### config.mk
export PLATFORM = sky130hd
export DESIGN_NAME = vec_addr_gen
export DESIGN_NICKNAME = d
export VERILOG_FILES = /design/src/rtl/vag_pkg.sv /design/src/rtl/vag_seq.sv /design/src/rtl/vag_addr.sv /design/src/rtl/vec_addr_gen.sv
export SDC_FILE = /design/constraint.sdc
export NUM_CORES = 1
export LEC_CHECK = 0
export CORE_MARGIN = 2
export CORE_UTILIZATION = 54
export DETAILED_ROUTE_END_ITERATION = 12
export PLACE_DENSITY = 0.82
export SLEW_MARGIN = 20
export SYNTH_ARGS = -nofsm -noshare
export SYNTH_HDL_FRONTEND = slang
export SYNTH_SLANG_ARGS = --single-unit
### constraint.sdc
create_clock -name clk_i -period 3.68 [get_ports clk_i]
set_input_delay 0.368 -clock clk_i [delete_from_list [all_inputs] [get_ports clk_i]]
set_output_delay 0.368 -clock clk_i [all_outputs]
set_load 0.005 [all_outputs]
### src/rtl/vag_pkg.sv
`timescale 1ns/1ps
package vag_pkg;
  typedef enum logic [1:0] {
    MODE_UNIT   = 2'd0,
    MODE_STRIDE = 2'd1,
    MODE_INDEX  = 2'd2,
    MODE_INDEX3 = 2'd3
  } vag_mode_e;

  function automatic logic mode_is_indexed(input logic [1:0] mode);
    return mode[1];
  endfunction
endpackage

### src/rtl/vag_seq.sv
`timescale 1ns/1ps
module vag_seq #(
  parameter int MAX_VL = 64,
  localparam int VLW = $clog2(MAX_VL + 1),
  localparam int EW  = (MAX_VL > 1) ? $clog2(MAX_VL) : 1
) (
  input  logic           clk_i,
  input  logic           rst_ni,
  input  logic           start_i,
  input  logic [VLW-1:0] vl_i,
  input  logic           fire_i,
  output logic           busy_o,
  output logic [EW-1:0]  elem_o,
  output logic           last_o,
  output logic           done_o
);
  logic           busy_q, done_q;
  logic [VLW-1:0] cnt_q, vl_q, vl_eff;

  assign vl_eff = (vl_i > VLW'(MAX_VL)) ? VLW'(MAX_VL) : vl_i;
  assign busy_o = busy_q;
  assign elem_o = cnt_q[EW-1:0];
  assign last_o = busy_q && (cnt_q == vl_q - VLW'(1));
  assign done_o = done_q;

  always_ff @(posedge clk_i or negedge rst_ni) begin
    if (!rst_ni) begin
      busy_q <= 1'b0;
      done_q <= 1'b0;
      cnt_q  <= '0;
      vl_q   <= '0;
    end else begin
      done_q <= 1'b0;
      if (start_i && !busy_q) begin
        cnt_q <= '0;
        vl_q  <= vl_eff;
        if (vl_eff == '0) done_q <= 1'b1;
        else              busy_q <= 1'b1;
      end else if (fire_i && busy_q) begin
        cnt_q <= cnt_q + VLW'(1);
        if (last_o) begin
          busy_q <= 1'b0;
          done_q <= 1'b1;
        end
      end
    end
  end


  cnt_in_range_chk: assert property (@(posedge clk_i) disable iff (!rst_ni)
    busy_q |-> (cnt_q < vl_q) && (vl_q <= VLW'(MAX_VL)));

  done_idle_chk: assert property (@(posedge clk_i) disable iff (!rst_ni)
    done_q |-> !busy_q);
endmodule

### src/rtl/vag_addr.sv
`timescale 1ns/1ps
module vag_addr #(
  parameter int AW = 32
) (
  input  logic          clk_i,
  input  logic          rst_ni,
  input  logic          load_i,
  input  logic [AW-1:0] base_i,
  input  logic [AW-1:0] step_i,
  input  logic          indexed_i,
  input  logic          advance_i,
  input  logic [AW-1:0] idx_i,
  output logic          indexed_o,
  output logic [AW-1:0] addr_o
);
  logic [AW-1:0] base_q, cur_q, step_q;
  logic          indexed_q;

  assign indexed_o = indexed_q;
  // indexed: offset is a byte offset, not scaled
  assign addr_o = indexed_q ? (base_q + idx_i) : cur_q;

  always_ff @(posedge clk_i or negedge rst_ni) begin
    if (!rst_ni) begin
      base_q    <= '0;
      cur_q     <= '0;
      step_q    <= '0;
      indexed_q <= 1'b0;
    end else if (load_i) begin
      base_q    <= base_i;
      cur_q     <= base_i;
      step_q    <= step_i;
      indexed_q <= indexed_i;
    end else if (advance_i) begin
      cur_q <= cur_q + step_q;
    end
  end


  first_addr_chk: assert property (@(posedge clk_i) disable iff (!rst_ni)
    load_i && !indexed_i |=> addr_o == $past(base_i));
endmodule

### src/rtl/vec_addr_gen.sv
`timescale 1ns/1ps
module vec_addr_gen
  import vag_pkg::*;
#(
  parameter int AW     = 32,
  parameter int MAX_VL = 64,
  localparam int VLW = $clog2(MAX_VL + 1),
  localparam int EW  = (MAX_VL > 1) ? $clog2(MAX_VL) : 1
) (
  input  logic              clk_i,
  input  logic              rst_ni,
  input  logic              cmd_valid_i,
  output logic              cmd_ready_o,
  input  logic [1:0]        cmd_mode_i,
  input  logic [1:0]        cmd_size_i,
  input  logic [AW-1:0]     cmd_base_i,
  input  logic [AW-1:0]     cmd_stride_i,
  input  logic [VLW-1:0]    cmd_vl_i,
  input  logic [MAX_VL-1:0] cmd_mask_i,
  input  logic              idx_valid_i,
  output logic              idx_ready_o,
  input  logic [AW-1:0]     idx_data_i,
  output logic              addr_valid_o,
  input  logic              addr_ready_i,
  output logic [AW-1:0]     addr_o,
  output logic              addr_masked_o,
  output logic              addr_last_o,
  output logic              done_o
);
  logic              busy, last, idx_mode, cmd_fire, addr_fire;
  logic [EW-1:0]     elem;
  logic [AW-1:0]     step;
  logic [MAX_VL-1:0] mask_q;

  assign cmd_ready_o = !busy;
  assign cmd_fire    = cmd_valid_i && cmd_ready_o;

  always_comb begin
    unique case (vag_mode_e'(cmd_mode_i))
      MODE_STRIDE: step = cmd_stride_i << cmd_size_i;
      default:     step = AW'(1) << cmd_size_i;
    endcase
  end

  always_ff @(posedge clk_i or negedge rst_ni) begin
    if (!rst_ni)       mask_q <= '0;
    else if (cmd_fire) mask_q <= cmd_mask_i;
  end

  vag_seq #(.MAX_VL(MAX_VL)) u_seq (
    .clk_i   (clk_i),
    .rst_ni  (rst_ni),
    .start_i (cmd_fire),
    .vl_i    (cmd_vl_i),
    .fire_i  (addr_fire),
    .busy_o  (busy),
    .elem_o  (elem),
    .last_o  (last),
    .done_o  (done_o)
  );

  vag_addr #(.AW(AW)) u_addr (
    .clk_i     (clk_i),
    .rst_ni    (rst_ni),
    .load_i    (cmd_fire),
    .base_i    (cmd_base_i),
    .step_i    (step),
    .indexed_i (mode_is_indexed(cmd_mode_i)),
    .advance_i (addr_fire),
    .idx_i     (idx_data_i),
    .indexed_o (idx_mode),
    .addr_o    (addr_o)
  );

  assign addr_valid_o  = busy && (!idx_mode || idx_valid_i);
  assign addr_fire     = addr_valid_o && addr_ready_i;
  assign idx_ready_o   = busy && idx_mode && addr_ready_i;
  assign addr_masked_o = !mask_q[elem];
  assign addr_last_o   = last;


  hold_on_stall_chk: assert property (@(posedge clk_i) disable iff (!rst_ni)
    addr_valid_o && !addr_ready_i && !idx_mode |=>
      addr_valid_o && $stable(addr_o) && $stable(addr_masked_o) && $stable(addr_last_o));

  no_cmd_while_busy_chk: assert property (@(posedge clk_i) disable iff (!rst_ni)
    !(cmd_ready_o && addr_valid_o));

  idx_with_addr_chk: assert property (@(posedge clk_i) disable iff (!rst_ni)
    idx_valid_i && idx_ready_o |-> addr_valid_o && addr_ready_i);

  stop_after_last_chk: assert property (@(posedge clk_i) disable iff (!rst_ni)
    addr_valid_o && addr_ready_i && addr_last_o |=> !addr_valid_o);

  no_idx_in_stride_chk: assert property (@(posedge clk_i) disable iff (!rst_ni)
    busy && !idx_mode |-> !idx_ready_o);
endmodule

== Word-level counts from Yosys, hierarchy flattened ==
Cells that the tools add are included.

* Flip-flop bits (word level): 177
* Input port bits: 176
* Logic and storage cells: 54

* Shifts and indexed selects: 2
* Reduce and logical (&&, ||, !) cells: 17
* Eq/ne operators: 3
* Add/sub/neg operators: 4
* $lt $le $gt $ge: 2
* Multiplexer cells: 17

{| class="wikitable"
|+ Operators with widths
! kind !! number
|-
| $mux 32 || 4
|-
| $add 32x32->32 || 2
|-
| $shl 1x2->32 const A || 1
|-
| $shl 32x2->32 || 1
|-
| $mux 7 || 3
|-
| $mux 1 || 9
|-
| $logic_and 1x1->1 || 8
|-
| $add 7x1->7 const B || 1
|-
| $eq 7x7->1 || 1
|-
| $gt 7x7->1 const B || 1
|-
| $logic_not 7->1 || 1
|-
| $lt 6x7->1 const B || 1
|-
| $sub 7x1->7 const B || 1
|-
| $bmux 1 s6 || 1
|-
| $reduce_bool 2->1 || 3
|-
| $logic_not 1->1 || 3
|-
| $reduce_and 3->1 || 1
|-
| $eq 2x1->1 const B || 1
|-
| $ne 2x2->1 const B || 1
|-
| $logic_or 1x1->1 || 1
|}

== Longest topological paths before layout ==
* Word-level depth: 7
* Depth in mapped cells: 11

== Hierarchy ==
A second synthesis with hierarchy kept.

* Cell total of the unflattened synthesis: 1241
* Area total of the unflattened synthesis: 12603.3 µm²

{| class="wikitable"
|+ Modules (own cells, without submodules)
! module !! area each (µm²) !! cells each !! times used
|-
| vag_addr || 7727.4 || 868 || 1
|-
| vec_addr_gen || 3902.5 || 270 || 1
|-
| vag_seq || 973.4 || 103 || 1
|}

== Worst setup path after synthesis ==
Ideal clock, no wire load.

* Path type: input to output
* Start point: input port idx_data_i[0]
* End point: output port addr_o[24]
* Data required time: 3312 ps
* Arrival: 2669 ps
* Slack: 643 ps
* Path buffers: 0
* Stages on the path: 10
* Path through: ha_1 -> fa_1 -> a211oi_1 -> o211ai_1 -> a21boi_0 -> o21ai_0 -> a21oi_1 -> o21a_1 -> o21bai_1 -> o311ai_0

* Word-level cells in the longest chain between the ends: 2

{| class="wikitable"
|+ RTL lines
! what !! line !! text
|-
| start: declaration || vec_addr_gen.sv:22 || <nowiki>input logic [AW-1:0] idx_data_i,</nowiki>
|-
| $add 32x32->32 || vag_addr.sv:21 || <nowiki>assign addr_o = indexed_q ? (base_q + idx_i) : cur_q;</nowiki>
|-
| $mux 32 || vag_addr.sv:21 ||
|-
| end: declaration || vec_addr_gen.sv:25 || <nowiki>output logic [AW-1:0] addr_o,</nowiki>
|}

Every way passes these cells.

== Worst setup path in the final report ==
* Start point: register u_addr.base_q[0]
* End point: output port addr_o[30]

* Word-level cells in the longest chain between the ends: 2

{| class="wikitable"
|+ RTL lines
! what !! line !! text
|-
| start: declaration || vag_addr.sv:16 || <nowiki>logic [AW-1:0] base_q, cur_q, step_q;</nowiki>
|-
| start signal: assignment || vag_addr.sv:30 || <nowiki>base_q <= base_i;</nowiki>
|-
| $add 32x32->32 || vag_addr.sv:21 ||
|-
| $mux 32 || vag_addr.sv:21 ||
|}

Every way passes these cells.

==> impl_metrics.env <==
export IMPL_outcome="completed"
export IMPL_die_area_sq_um=22900
export IMPL_setup_violations=0
export IMPL_cp_startpoint="u_addr.base_q[0]"
export IMPL_syn_cell_area_sq_um=11700
export IMPL_place_congestion=0.899
export IMPL_grt_pass1_wl_um=52400
export IMPL_worstPathArrival_ps=3260
export IMPL_cp_start_kind="register"
export IMPL_fin_crit_ps=3630
export IMPL_synthArstFlopShare_pct=100
export IMPL_yosysTopAreaCellShare_pct=37.8
export IMPL_drive_gt1_share_pct=11.8
export IMPL_overflow=0
export IMPL_crit_fanout=2
export IMPL_tns_ps=0
export IMPL_first_iter_violations=789
export IMPL_required_ps=3310
export IMPL_area_delta_synth_final_pct=30.9
export IMPL_antenna_found_initial=1
export IMPL_layout_setup_ws_ps=47.5
export IMPL_grt_max_degree=84
export IMPL_fin_cells=1895
export IMPL_synth_area_leaders="dfrtp_1 38%, nand2_1 13%, ha_1 6.8%, a21oi_1 4.6%, o21ai_0 3.8%"
export IMPL_synth_top_area_cell="dfrtp_1"
export IMPL_hp_class="in -> async"
export IMPL_io_buffers=213
export IMPL_tightest_slew_ps=851
export IMPL_min_period_over_period_pct=98.7
export IMPL_wl_um=33600
export IMPL_dp_slack_ps=-436
export IMPL_numClockSinks=177
export IMPL_fp_dieW_um=151
export IMPL_syn_num_nets=1628
export IMPL_finClkSkew_ps=12.6
export IMPL_synth_edf_count=0
export IMPL_end_kind="output pin"
export IMPL_p_per_area_nw_per_um2=847
export IMPL_ant_nets=0
export IMPL_row_count=53
export IMPL_crit_reg2reg_launch="u_addr.cur_q[0]"
export IMPL_start_util_pct=55.4
export IMPL_grt_pass1_vias=10200
export IMPL_track_usage_pct=29.3
export IMPL_cts_made_buffers=17
export IMPL_die_y_um=151
export IMPL_io_pins=214
export IMPL_core_sq_um=21200
export IMPL_synthCells=1386
export IMPL_dp_cells=1850
export IMPL_leakage_nw=7.28
export IMPL_placed_area_sq_um=14300
export IMPL_cts_tree="yes"
export IMPL_insertion_delay_ps=440
export IMPL_yosys_most_used_dff="dfrtp_1"
export IMPL_ys_warn_count=0
export IMPL_rsz0062_at_grt="yes"
export IMPL_power_mw=13.0
export IMPL_synth_cell_types=64
export IMPL_finalMaxSlewViolations=0
export IMPL_seq_area_sq_um=4430
export IMPL_fillers=1590
export IMPL_synth_area_per_cell_sq_um=8.46
export IMPL_worst_hold_slack_ps=445
export IMPL_ys_ff_latch=177
export IMPL_clk_pin_slew_ps=70
export IMPL_multi_input_area_sq_um=7200
export IMPL_finalHoldViolCount=0
export IMPL_ys_seq_area_share_pct=37.8
export IMPL_ctsLongestPathBuffers=2
export IMPL_final_nets=1849
export IMPL_via_count=10800
export IMPL_cts_root_buf="clkbuf_16"
export IMPL_drt_pass1_iterations=6
export IMPL_htreeDepth=4
export IMPL_irDropWorstVdd_mv=0.362
export IMPL_drc_errors=0
export IMPL_fmax_mhz=275
export IMPL_dp_hpwl_um=25000
export IMPL_design_area_sq_um=15400
export IMPL_diodes=0
export IMPL_criticalPathCategory="reg -> out"
export IMPL_viasPerCell=5.71
export IMPL_fin_util_pct=72.6
export IMPL_relSlewSlack_pct=43.2
export IMPL_maxCapViolCount=0
export IMPL_wl_per_cell_um=17.7
## path summary, 6_finish.rpt
check / cells past startpoint / endpoint / slack [ps]
worst min register to register: 2 / mask_q[4] / 470
max in group asynchronous: 3 / mask_q[51] / 2260
worst max register to register: 11 / u_addr.cur_q[28] / 440
worst max-delay path: 13 / addr_o[30] / 50
min in group clk_i: 3 / mask_q[34] / 450
worst min-delay path: 2 / u_addr.step_q[4] / 450
## worst max-delay path: stages (launching register included)
cell	delay, ps
dfrtp_1	410
ha_4	180
fa_2	370
a211oi_2	280
o211ai_1	210
a21oi_2	220
o21ai_2	100
a21oi_2	150
buf_4	140
o21ai_2	60
a221oi_2	260
xnor2_1	100
mux2_4	250
clkbuf_2	110
## area by class of cell
class,instances,area share (%)
clock buffer,18,2.86
sequential,177,28.9
tap,275,2.24
timing repair buffer,278,17.5
clock inverter,14,1.06
inverter,21,0.513
multi-input combinational,1112,46.9
## report_power, final
part           total, mW  leakage (nW)  switching, mW  internal (mW)
sequential          3.65          2.24          0.822           2.83
combinational       7.53          4.75           3.78           3.75
clock               1.82         0.294          0.888          0.935
total               13.0          7.28           5.49           7.52
## cells in the mapped netlist (4+ instances only)
| master | count |
|---|---|
| nor3_1 | 24 |
| mux4_2 | 16 |
| xnor2_1 | 42 |
| dfrtp_1 | 177 |
| o21a_1 | 4 |
| a31oi_1 | 10 |
| a211oi_1 | 7 |
| nor2b_1 | 5 |
| ha_1 | 64 |
| buf_1 | 12 |
| nand4_1 | 10 |
| nand3b_1 | 8 |
| nand2b_1 | 9 |
| a21o_1 | 33 |
| o21bai_1 | 9 |
| clkbuf_1 | 58 |
| inv_1 | 20 |
| buf_2 | 4 |
| o31a_1 | 12 |
| nand3_1 | 18 |
| mux2_2 | 22 |
| mux2i_1 | 36 |
| mux4_1 | 5 |
| o21ai_1 | 6 |
| o211ai_1 | 5 |
| nand2_1 | 395 |
| a41oi_1 | 4 |
| a22oi_1 | 7 |
| a21oi_1 | 108 |
| o21ai_0 | 90 |
| nor2_1 | 75 |
| xor2_1 | 27 |
| and3_1 | 13 |
| or2_2 | 4 |
## metal layers
layer	wire [um]	vias to the layer above	GRT usage [%]
met5	0	-	0
met4	493	0	7.52
met3	2330	36	3.19
met2	14800	390	43.9
met1	16000	5105	45.2
li1	-	5292	-
## registers in the layout, summed over array words and instances, names as in the netlist
register / flops
mask_q: 64
u_addr.base_q: 32
u_addr.cur_q: 32
u_addr.indexed_o: 1
u_addr.step_q: 32
u_seq.busy_o: 1
u_seq.cnt_q: 7
u_seq.done_o: 1
u_seq.vl_q: 7
## kinds of logic (layout without fill, tap and decap cells)
group                    Yosys count  in the layout  share of synthesized area, %
buffers and inverters             97            331                          3.31
XOR/XNOR                          69             69                          5.15
multiplexers                      79             79                          9.38
AND/OR/NAND/NOR                  572            572                          20.2
AO/OA/AOI/OAI                    326            326                          17.1
adder cells (fa/ha/maj)           66             66                          7.17
flip-flops                       177            177                          37.8
## repair_timing
action                                  4_1_cts  5_1_grt
hold buffers                                  1        0
resized for setup                            28       56
setup buffers                                 5        8
endpoints found under the setup margin       16       22
pin swaps                                    12       27
endpoints found under the hold margin        56        0
## cells in the final DEF, fill, tap and decap left out, types with 12 or more instances in the layout
cell / n
nand2_1: 393
o21ai_0: 84
a21oi_1: 102
and3_1: 13
clkbuf_16: 17
o31a_1: 12
xor2_1: 27
mux4_2: 16
dfrtp_1: 176
clkdlybuf4s50_1: 194
inv_1: 20
nor3_1: 24
nand3_1: 18
mux2i_1: 36
ha_1: 58
xnor2_1: 42
buf_4: 59
nor2_1: 74
mux2_2: 18
a21o_1: 33
Note: power is estimated with default switching activity, not from simulation.
